[src/rtl/tjs_pkg.sv]
package tjs_pkg;

  typedef enum logic [1:0] {
    SQE_IDLE  = 2'd0,
    SQE_WAIT  = 2'd1,
    SQE_PULSE = 2'd2
  } sqe_state_e;

  // Bits needed to hold the values 0 .. n-1 (at least one bit).
  function automatic int unsigned cnt_width(input int unsigned n);
    return (n <= 2) ? 1 : $clog2(n);
  endfunction

endpackage

[src/rtl/tjs_tx_track.sv]
module tjs_tx_track (
  input  logic clk,
  input  logic rst_n,
  input  logic tx_en_i,
  input  logic col_det_i,
  output logic tx_fall_o,
  output logic coll_seen_o
);

  logic tx_prev_q;
  logic seen_q, seen_d;
  logic tx_rise;

  assign tx_rise   = tx_en_i & ~tx_prev_q;
  assign tx_fall_o = tx_prev_q & ~tx_en_i;

  // Memory of a collision within the current transmission; a new start clears it.
  always_comb begin
    seen_d = tx_rise ? 1'b0 : seen_q;
    if (tx_en_i && col_det_i) begin
      seen_d = 1'b1;
    end
  end

  always_ff @(posedge clk or negedge rst_n) begin
    if (!rst_n) begin
      tx_prev_q <= 1'b0;
      seen_q    <= 1'b0;
    end else begin
      tx_prev_q <= tx_en_i;
      seen_q    <= seen_d;
    end
  end

  assign coll_seen_o = seen_q;

endmodule

[src/rtl/tjs_jabber_timer.sv]
module tjs_jabber_timer #(
  parameter int unsigned JAB_LIMIT  = 2_500_000,
  parameter int unsigned UNJAB_IDLE = 62_500_000
) (
  input  logic clk,
  input  logic rst_n,
  input  logic tx_en_i,
  input  logic mode_10bt_i,
  output logic jabber_o
);

  localparam int unsigned RW = tjs_pkg::cnt_width(JAB_LIMIT);
  localparam int unsigned IW = tjs_pkg::cnt_width(UNJAB_IDLE);
  localparam logic [RW-1:0] RUN_LAST  = RW'(JAB_LIMIT - 1);
  localparam logic [IW-1:0] IDLE_LAST = IW'(UNJAB_IDLE - 1);

  logic [RW-1:0] run_q, run_d;
  logic [IW-1:0] idle_q, idle_d;
  logic          jab_q, jab_d;
  logic          run_en, idle_en;

  always_comb begin
    jab_d  = jab_q;
    run_d  = run_q;
    idle_d = idle_q;
    if (!jab_q) begin
      idle_d = '0;
      if (tx_en_i && mode_10bt_i) begin
        if (run_q == RUN_LAST) begin
          jab_d = 1'b1;
          run_d = '0;
        end else begin
          run_d = run_q + 1'b1;
        end
      end else begin
        run_d = '0;
      end
    end else begin
      run_d = '0;
      if (tx_en_i) begin
        idle_d = '0;
      end else if (idle_q == IDLE_LAST) begin
        jab_d  = 1'b0;
        idle_d = '0;
      end else begin
        idle_d = idle_q + 1'b1;
      end
    end
  end

  // Each counter is clocked only while it is busy or about to become busy.
  assign run_en  = ~jab_q | (run_q != '0);
  assign idle_en = jab_q | (idle_q != '0);

  always_ff @(posedge clk or negedge rst_n) begin
    if (!rst_n) begin
      run_q <= '0;
    end else if (run_en) begin
      run_q <= run_d;
    end
  end

  always_ff @(posedge clk or negedge rst_n) begin
    if (!rst_n) begin
      idle_q <= '0;
    end else if (idle_en) begin
      idle_q <= idle_d;
    end
  end

  always_ff @(posedge clk or negedge rst_n) begin
    if (!rst_n) begin
      jab_q <= 1'b0;
    end else begin
      jab_q <= jab_d;
    end
  end

  assign jabber_o = jab_q;

endmodule

[src/rtl/tjs_sqe_gen.sv]
module tjs_sqe_gen #(
  parameter int unsigned SQE_DELAY = 125,
  parameter int unsigned SQE_WIDTH = 125
) (
  input  logic clk,
  input  logic rst_n,
  input  logic tx_en_i,
  input  logic tx_fall_i,
  input  logic coll_seen_i,
  input  logic sqe_ok_i,
  output logic pulse_o
);

  import tjs_pkg::*;

  localparam int unsigned SPAN = (SQE_DELAY > SQE_WIDTH) ? SQE_DELAY : SQE_WIDTH;
  localparam int unsigned CW   = cnt_width(SPAN);
  localparam logic [CW-1:0] DLY_LAST = CW'(SQE_DELAY - 1);
  localparam logic [CW-1:0] WID_LAST = CW'(SQE_WIDTH - 1);

  sqe_state_e    st_q, st_d;
  logic [CW-1:0] cnt_q, cnt_d;
  logic          cnt_en;

  always_comb begin
    st_d  = st_q;
    cnt_d = cnt_q;
    unique case (st_q)
      SQE_IDLE: begin
        if (tx_fall_i && sqe_ok_i && !coll_seen_i) begin
          st_d  = SQE_WAIT;
          cnt_d = '0;
        end
      end
      SQE_WAIT: begin
        if (tx_en_i || !sqe_ok_i) begin
          st_d  = SQE_IDLE;
          cnt_d = '0;
        end else if (cnt_q == DLY_LAST) begin
          st_d  = SQE_PULSE;
          cnt_d = '0;
        end else begin
          cnt_d = cnt_q + 1'b1;
        end
      end
      SQE_PULSE: begin
        if (tx_en_i || !sqe_ok_i || (cnt_q == WID_LAST)) begin
          st_d  = SQE_IDLE;
          cnt_d = '0;
        end else begin
          cnt_d = cnt_q + 1'b1;
        end
      end
      default: begin
        st_d  = SQE_IDLE;
        cnt_d = '0;
      end
    endcase
  end

  assign cnt_en = (st_q != SQE_IDLE) | (st_d != SQE_IDLE);

  always_ff @(posedge clk or negedge rst_n) begin
    if (!rst_n) begin
      st_q <= SQE_IDLE;
    end else begin
      st_q <= st_d;
    end
  end

  always_ff @(posedge clk or negedge rst_n) begin
    if (!rst_n) begin
      cnt_q <= '0;
    end else if (cnt_en) begin
      cnt_q <= cnt_d;
    end
  end

  assign pulse_o = (st_q == SQE_PULSE);

endmodule

[src/rtl/tx_jabber_sqe_sup.sv]
module tx_jabber_sqe_sup #(
  parameter int unsigned JAB_LIMIT  = 2_500_000,
  parameter int unsigned UNJAB_IDLE = 62_500_000,
  parameter int unsigned SQE_DELAY  = 125,
  parameter int unsigned SQE_WIDTH  = 125
) (
  input  logic clk,
  input  logic rst_n,
  input  logic tx_en_i,
  input  logic col_det_i,
  input  logic repeater_i,
  input  logic sqe_dis_i,
  input  logic mode_10bt_i,
  output logic tx_gate_o,
  output logic jabber_o,
  output logic col_o
);

  logic tx_fall;
  logic coll_seen;
  logic jab;
  logic hb_pulse;
  logic sqe_ok;

  assign sqe_ok = mode_10bt_i & ~repeater_i & ~sqe_dis_i;

  tjs_tx_track u_track (
    .clk         (clk),
    .rst_n       (rst_n),
    .tx_en_i     (tx_en_i),
    .col_det_i   (col_det_i),
    .tx_fall_o   (tx_fall),
    .coll_seen_o (coll_seen)
  );

  tjs_jabber_timer #(
    .JAB_LIMIT  (JAB_LIMIT),
    .UNJAB_IDLE (UNJAB_IDLE)
  ) u_jab (
    .clk         (clk),
    .rst_n       (rst_n),
    .tx_en_i     (tx_en_i),
    .mode_10bt_i (mode_10bt_i),
    .jabber_o    (jab)
  );

  tjs_sqe_gen #(
    .SQE_DELAY (SQE_DELAY),
    .SQE_WIDTH (SQE_WIDTH)
  ) u_sqe (
    .clk         (clk),
    .rst_n       (rst_n),
    .tx_en_i     (tx_en_i),
    .tx_fall_i   (tx_fall),
    .coll_seen_i (coll_seen),
    .sqe_ok_i    (sqe_ok),
    .pulse_o     (hb_pulse)
  );

  // Blocking and masking act in the same cycle as the input that causes them.
  assign tx_gate_o = tx_en_i & ~jab;
  assign jabber_o  = jab;
  assign col_o     = col_det_i | (hb_pulse & sqe_ok & ~tx_en_i);

endmodule

[config.mk]
export PLATFORM = sky130hd
export DESIGN_NAME = tx_jabber_sqe_sup
export DESIGN_NICKNAME = d
export VERILOG_FILES = /design/src/rtl/tjs_pkg.sv /design/src/rtl/tjs_tx_track.sv /design/src/rtl/tjs_jabber_timer.sv /design/src/rtl/tjs_sqe_gen.sv /design/src/rtl/tx_jabber_sqe_sup.sv
export SDC_FILE = /design/constraint.sdc
export NUM_CORES = 1
export LEC_CHECK = 0
export BUFFER_PORTS_ARGS = -buffer_cell sky130_fd_sc_hd__buf_4
export CAP_MARGIN = 5
export CORE_ASPECT_RATIO = 0.75
export CORE_MARGIN = 3
export CORE_UTILIZATION = 45
export CTS_BUF_LIST = sky130_fd_sc_hd__clkbuf_4 sky130_fd_sc_hd__clkbuf_8
export CTS_CLUSTER_DIAMETER = 40
export DETAILED_ROUTE_END_ITERATION = 10
export SYNTH_ARGS = -nofsm -noshare
export SYNTH_HDL_FRONTEND = slang
export SYNTH_HIERARCHICAL = 1
export SYNTH_SLANG_ARGS = --single-unit
[constraint.sdc]
create_clock -name clk -period 6.29 [get_ports clk]
set_input_delay 0.9435 -clock clk [delete_from_list [all_inputs] [get_ports clk]]
set_output_delay 0.9435 -clock clk [all_outputs]
set_load 0.01 [all_outputs]
Yosys cells after proc, flatten, opt, wreduce, memory -nomap -nowiden
Cells that the tools add are included.
Widths: inputs -> output; s select.
- flip-flop bits (word level): 60
- output and inout port bits: 3
- word-level logic and storage cells: 70
- add/sub/neg operators: 3
- equality and inequality tests: 6
- muxes and demuxes: 23
- bitwise logic cells: 16
- reductions and logical operators: 15
- operators by type and width (cell ; count):
    $mux 26 ; 3
    $mux 22 ; 3
    $mux 7 ; 4
    $add 26x1->26 const B ; 1
    $eq 26x26->1 const B ; 1
    $reduce_bool 26->1 ; 1
    $add 22x1->22 const B ; 1
    $eq 22x22->1 const B ; 1
    $reduce_bool 22->1 ; 1
    $pmux 7 s3 ; 1
    $mux 2 ; 4
    $add 7x1->7 const B ; 1
    $and 1x1->1 ; 7
    $eq 7x7->1 const B ; 1
    $mux 1 ; 7
    $pmux 2 s3 ; 1
    $reduce_bool 2->1 ; 3
    $not 1->1 ; 5
    $logic_and 1x1->1 ; 4
    $or 1x1->1 ; 4
    $eq 2x1->1 const B ; 1
    $eq 2x2->1 const B ; 1
    $logic_not 1->1 ; 2
    $logic_not 2->1 ; 1
    other kinds (3) ; 4

Logic depth before layout (Yosys ltp)
Gate-level depths: netlist of run 1.
- depth after elaboration: 11
- mapped depth: 7

Cells and area by module
Netlist of run 1, hierarchy kept.
- modules (own cells, without submodules) (module ; instances ; cells an instance ; area an instance (µm²) ; seq. area each (µm²)):
    tjs_jabber_timer ; 1 ; 307 ; 2919.0 ; 1226.2
    tjs_sqe_gen ; 1 ; 63 ; 596.8 ; 225.2
    tjs_tx_track ; 1 ; 5 ; 71.3 ; 50.0
    tx_jabber_sqe_sup ; 1 ; 4 ; 28.8 ; 0.0

Worst setup path before layout of run 1
No wires, ideal clock.
- path type: input -> output
- from: input repeater_i
- to: output col_o
- arrival: 1.346 ns
- data required time: 5.346 ns
- setup slack: 4.000 ns
- stages: 2
- path buffers: 0
- cells stage by stage: nor3b_2 > a31o_1
- word-level cells in the longest chain between the ends: 6
- ends and longest elaborated chain (item ; RTL line ; RTL):
    start: declaration ; tx_jabber_sqe_sup.sv:11 ; input logic repeater_i,
    $not 1->1 ; tx_jabber_sqe_sup.sv:25 ; assign sqe_ok = mode_10bt_i & ~repeater_i & ~sqe_dis_i;
    $and 1x1->1 (2 in a row) ; tx_jabber_sqe_sup.sv:25 ;
    $and 1x1->1 (2 in a row) ; tx_jabber_sqe_sup.sv:63 ; assign col_o = col_det_i | (hb_pulse & sqe_ok & ~tx_en_i);
    $or 1x1->1 ; tx_jabber_sqe_sup.sv:63 ;
    end: declaration ; tx_jabber_sqe_sup.sv:16 ; output logic col_o
Every way passes these cells.

Final worst setup path of run 1
- from: input repeater_i
- to: output col_o
- word-level cells in the longest chain between the ends: 6
- ends and longest elaborated chain (item ; RTL line ; RTL):
    $not 1->1 ; tx_jabber_sqe_sup.sv:25 ;
    $and 1x1->1 (2 in a row) ; tx_jabber_sqe_sup.sv:25 ;
    named net sqe_ok ; tx_jabber_sqe_sup.sv:23 ; logic sqe_ok;
    $and 1x1->1 (2 in a row) ; tx_jabber_sqe_sup.sv:63 ;
    $or 1x1->1 ; tx_jabber_sqe_sup.sv:63 ;
The timed path passes the listed nets, and every way through them passes these cells.

==> results of run 1 <==
## routing by layer
| metal | wire (um) | GRT usage, % | share of wire, % | up-vias |
|---|---|---|---|---|
| li1 | - | - | - | 1438 |
| met1 | 4340 | 30.96 | 51 | 1496 |
| met2 | 3490 | 25.48 | 41 | 98 |
| met3 | 576 | 5.646 | 6.8 | 9 |
| met4 | 78 | 5.436 | 0.92 | 0 |
| met5 | 0 | 0 | 0 | - |
## kinds of logic (layout without fill, tap and decap cells)
logic type               Yosys count  count (layout)  share of synthesized area (%)
flip-flops                        60              60                          41.52
adder cells (fa/ha/maj)           11              11                          3.806
multiplexers                       2               2                         0.5537
buffers and inverters             39              48                          5.190
XOR/XNOR                          23              23                          5.571
AO/OA/AOI/OAI                     86              86                          16.92
AND/OR/NAND/NOR                  158             158                          26.44
## cell usage in the layout, fill, tap and decap left out, types with 6 or more instances in the layout
master     n
or3_1      7
xor2_1     6
nand2_1   26
ha_1      11
nor4_1    14
clkbuf_8   9
xnor2_1   17
buf_4     10
o31ai_1    9
dfrtp_1   60
a21oi_1   27
nand3_1   20
inv_1     22
nand4_1   21
o21ai_0   11
a22oi_1    7
or4_1     11
nor2_1    18
nor3_1     6
## power breakdown
part / total, uW / switching, uW / internal, uW
sequential: 392 / 3.42 / 389
clock: 344 / 154 / 190
combinational: 45.0 / 29.7 / 15.3
total: 782 / 188 / 594
## worst min-delay path by stage
stage / from / end / depth (start not counted)
floorplan: u_track/coll_seen_o / u_track/coll_seen_o / 1
global placement: u_track/coll_seen_o / u_track/coll_seen_o / 1
detailed placement: u_track/coll_seen_o / u_track/coll_seen_o / 1
CTS: u_track/coll_seen_o / u_track/coll_seen_o / 1
global route: u_track/coll_seen_o / u_track/coll_seen_o / 1
finish: u_track/coll_seen_o / u_track/coll_seen_o / 1
## cells in the mapped netlist (9+ instances only)
| master | n |
|---|---|
| o21ai_0 | 11 |
| inv_1 | 22 |
| or4_1 | 11 |
| nor4_1 | 14 |
| nor2_1 | 18 |
| nand4_1 | 21 |
| nand3_1 | 20 |
| o31ai_1 | 9 |
| a21oi_1 | 27 |
| ha_1 | 11 |
| xnor2_1 | 17 |
| dfrtp_1 | 60 |
| nand2_1 | 26 |
## flip-flops by register name, indices dropped and copies added (netlist names)
| name | count |
|---|---|
| u_sqe/cnt_q | 7 |
| u_track/tx_prev_q | 1 |
| u_sqe/st_q | 2 |
| u_track/coll_seen_o | 1 |
| u_jab/run_q | 22 |
| u_jab/jabber_o | 1 |
| u_jab/idle_q | 26 |
## stage by stage
step	hold WS [ps]	total power, uW	setup slack, ps
floorplan	457.1	425.7	4000
global placement	479.9	444.7	3786
detailed placement	487.4	445.7	3756
CTS	504.9	796.5	3750
global route	526.5	821.4	3643
finish	503.5	781.7	3762
## final cells by class
type,instances,area share [%]
inverters,22,2.115
multi-input cells,280,49.36
repair buffers,10,1.923
well taps,101,3.237
clock buffers,11,3.558
flip-flops and latches,60,38.46
clock inverters,5,1.346
==> results.toml, run 1 <==
[cells_and_area]
nNetsFinal = 401
antennaDiodeCount = 0
regArea_um2 = 1501
stdcell_area_um2 = 3904
multi_input_area_um2 = 1927
fillerInstances = 712
syn_to_final_growth_pct = 7.958
drive_above_1_share_pct = 12.37
fin_util_pct = 51.59
finalNonFillerCells = 489

[clock_network]
cts_resized = 0
cts-root-buf = "clkbuf_8"
cts_sinks = 60
cts_setup_buffers = 0
clock_latency_ps = 340
ctsHoldBuffers = 0
clk_path_buf_depth = 2
numCtsBuffers = 9
htree_levels = 3
cts.reportedPaths.clkPinSlew_ps = 80
cts_tree = "done"

[detailed_routing]
wl_um = 8485
vias_per_cell = 6.219
drt_first_iter_violations = 367
drc = 0
vias = 3041
route.detailed.wl_per_inst_um = 17.35
antenna_left = 0
first_pass_iters = 7

[floorplan]
die_width_um = 109.5
die_y_um = 83.63
core_um2 = 7567
die_area_um2 = 9158
rows = 27
num_io_pins = 10
start_util_pct = 47.78

[synthesis]
yosysTopAreaCellShare_pct = 41.52
synth_edf_count = 0
synth-main-ff-cell = "dfrtp_1"
ys_seq_area_share_pct = 41.52
syn_area_um2 = 3616
syn_avg_cell_area_um2 = 9.541
synth_nets = 397
netlist_instances = 379
synth_warnings = 6
synth-seq-cells = 60
synth.area.top_cells = "dfrtp_1 (42%), xnor2_1 (4.1%), ha_1 (3.8%), a21oi_1 (3.7%), nand4_1 (3.6%)"
synth_cell_types = 62
async_reset_ff_share_pct = 100.0
synth_top_area_cell = "dfrtp_1"

[power_and_ir_drop]
ir_drop_mv = 0.09332
power.leakage_uw = 0.001522
powerDensity_nw_per_um2 = 200.3

[placement]
dp.cells = 473
portBuffers = 9
dpl_cell_area_um2 = 3712
place_congestion = 0.8997
dp_hpwl_um = 5774

[global_routing]
overflow = 0
grt_pass1_vias = 2741
grt_max_degree = 61
antenna_found_initial = 0
grt_pass1_wl_um = 14210
grt.total_usage_pct = 19.61

[worst_setup_path]
path_common_cell = "buf_4"
r2r_cells = 5
cp_top_family = "simple AND/OR/NAND/NOR gates"
crit_path_end = "col_o"
crit_slowest_cell = "nor3b_2"
end_kind = "output pin"
crit_required_ps = 5350
crit_path_max_incr_delay_ps = 230
cp.depth = 4
r2r-end = "u_jab/idle_q[20]"
crit_start = "repeater_i"
arrival_ps = 1580
r2r_start = "u_jab/idle_q[0]"
r2r_setup_slack_ps = 3810
crit_buf_inv = 2
crit_type = "in2out"
cp_max_fo = 3
crit_chain = "buf_4, nor3b_2, a31o_1, buf_4"
start_kind = "input pin"

[timing]
clock.fmax_mhz = 395.5
min_period_ps = 2528
setup_violations = 0
slew_violations = 0
tns_ps = 0
tightest_slew_ps = 1092
relSlewSlack_pct = 26.54
fin_skew_ps = 13.43
rsz0062_at_grt = "false"
hold_viol = 0
post-route-period-util_pct = 40.19

[flow_run]
cap_violations = 0

[status]
status = "finished clean"

[worst_hold_path]
hold_path.class = "reg2reg"
Note: power is estimated with default switching activity, not from simulation.
==> run 2, diff against run 1 <==
Clock period 6.29 ns to 2.2 ns, I/O delays scaled along.
==> results.toml, run 2 (synthesized netlist as in run 1, its figures left out) <==
[power_and_ir_drop]
power.leakage_uw = 0.001615
pwr-share-seq_pct = 47.0
ir_drop_mv = 0.3571
p_clk_share_pct = 47.5
p_switching_uw = 535.8
swShare_pct = 22.45
intPower_uw = 1851
powerDensity_nw_per_um2 = 588.1
combPwrFrac_pct = 5.5

[detailed_routing]
drc = 0
vias_per_cell = 5.968
antenna_left = 0
drt_first_iter_violations = 242
wl_um = 8344
first_pass_iters = 5
route.detailed.wl_per_inst_um = 16.52
vias = 3014

[timing]
rsz0062_at_grt = "false"
hold_viol = 0
tightest_slew_ps = 741.6
min_period_ps = 2030
clock.fmax_mhz = 492.7
fin_ws_ps = 170.4
fin_skew_ps = 8.886
setup_violations = 0
relSlewSlack_pct = 50.56
slew_violations = 0
tns_ps = 0
whs_ps = 49.80
post-route-period-util_pct = 92.25

[worst_setup_path]
r2r_start = "u_jab/idle_q[14]"
start_kind = "flip-flop"
arrival_ps = 2290
cp_max_fo = 14
r2r-end = "u_jab/idle_q[19]"
end_kind = "flip-flop"
r2r_cells = 5
crit_buf_inv = 1
crit_slowest_cell = "or3_1"
crit_start = "u_jab/idle_q[14]"
cp_top_family = "simple AND/OR/NAND/NOR gates"
crit_path_max_incr_delay_ps = 500
crit_chain = "nor4_1, nand3_1, or3_1, buf_4, a22oi_1"
crit_path_end = "u_jab/idle_q[19]"
cp.depth = 5
crit_required_ps = 2460
crit_type = "reg2reg"
r2r_setup_slack_ps = 170

[clock_network]
clock_latency_ps = 350
clk_path_buf_depth = 2
numCtsBuffers = 9
cts_sinks = 60
cts.reportedPaths.clkPinSlew_ps = 70
cts_resized = 0
cts_tree = "done"
cts-root-buf = "clkbuf_8"
ctsHoldBuffers = 0
htree_levels = 3
cts_setup_buffers = 0

[cells_and_area]
largest_register_ffs = 26
stdcell_area_um2 = 4058
reg_top3 = "u_jab/idle_q x26, u_jab/run_q x22, u_sqe/cnt_q x7"
fin_util_pct = 53.62
drive_above_1_share_pct = 15.84
fillerInstances = 704
regArea_um2 = 1501
nNetsFinal = 417
multi_input_area_um2 = 1927
antennaDiodeCount = 0
mostFrequentLayoutCell = "dfrtp_1"
top_register = "u_jab/idle_q"
mostFrequentLayoutCells = "dfrtp_1 (60), a21oi_1 (27), buf_4 (26), nand2_1 (26), inv_1 (22)"
syn_to_final_growth_pct = 12.21

[placement]
portBuffers = 9
place_ws_ps = 207.1
place_congestion = 0.8610
dpl_cell_area_um2 = 3832
dp_hpwl_um = 5894

[floorplan]
die_area_um2 = 9158
start_util_pct = 47.78
core_um2 = 7567
rows = 27
die_width_um = 109.5
die_y_um = 83.63
num_io_pins = 10

[global_routing]
grt.total_usage_pct = 19.97
grt_max_degree = 61
grt_pass1_wl_um = 14520
overflow = 0
antenna_found_initial = 0
grt_pass1_vias = 2901

[status]
status = "finished clean"

[worst_hold_path]
hold_path.class = "in2async"

[flow_run]
cap_violations = 0
[run 2: cell types whose count changed in the layout (fill, tap and decap cells not counted), sizes merged]
cell    previous run  this run
bufinv             1         2
clkbuf            11        12
buf               10        26
clkinv             3         1
[run 2: worst min-delay path by stage]
stage	from	to	slack [ps]	depth (start not counted)
floorplan	rst_n	u_jab/idle_q[0]	30	0
global placement	rst_n	u_jab/run_q[19]	460	1
detailed placement	rst_n	u_jab/run_q[17]	460	1
CTS	rst_n	u_jab/run_q[17]	70	1
global route	rst_n	u_jab/run_q[17]	100	1
finish	rst_n	u_jab/run_q[17]	50	1
[run 2: final cells by class]
type / count / area share, %
clock buffer: 12 / 3.762
sequential: 60 / 37.00
clock inverter: 4 / 1.788
timing repair buffer: 26 / 4.810
multi-input combinational: 280 / 47.49
tap: 101 / 3.114
inverter: 22 / 2.035
[run 2: power groups by stage]
stage | Clock, uW | Combinational [uW] | Sequential (uW)
global placement | 0 | 131 | 1140
finish | 1130 | 130 | 1120
detailed placement | 0 | 132 | 1140
CTS | 1170 | 132 | 1120
floorplan | 0 | 76.3 | 1140
global route | 1220 | 148 | 1120
[run 2: per-layer routing]
| metal | vias to the layer above | part of all wire, % | wire [um] | GRT usage, % |
|---|---|---|---|---|
| met5 | - | 0 | 0 | 0 |
| met3 | 11 | 6.1 | 508 | 5.955 |
| met1 | 1470 | 51 | 4293 | 30.80 |
| met4 | 0 | 1.3 | 108 | 5.889 |
| li1 | 1464 | - | - | - |
| met2 | 69 | 41 | 3433 | 26.43 |
[run 2: through the flow]
step	power [uW]	cells
finish	2386	505
global route	2493	505
CTS	2427	505
detailed placement	1275	489
global placement	1273	489
floorplan	1217	379
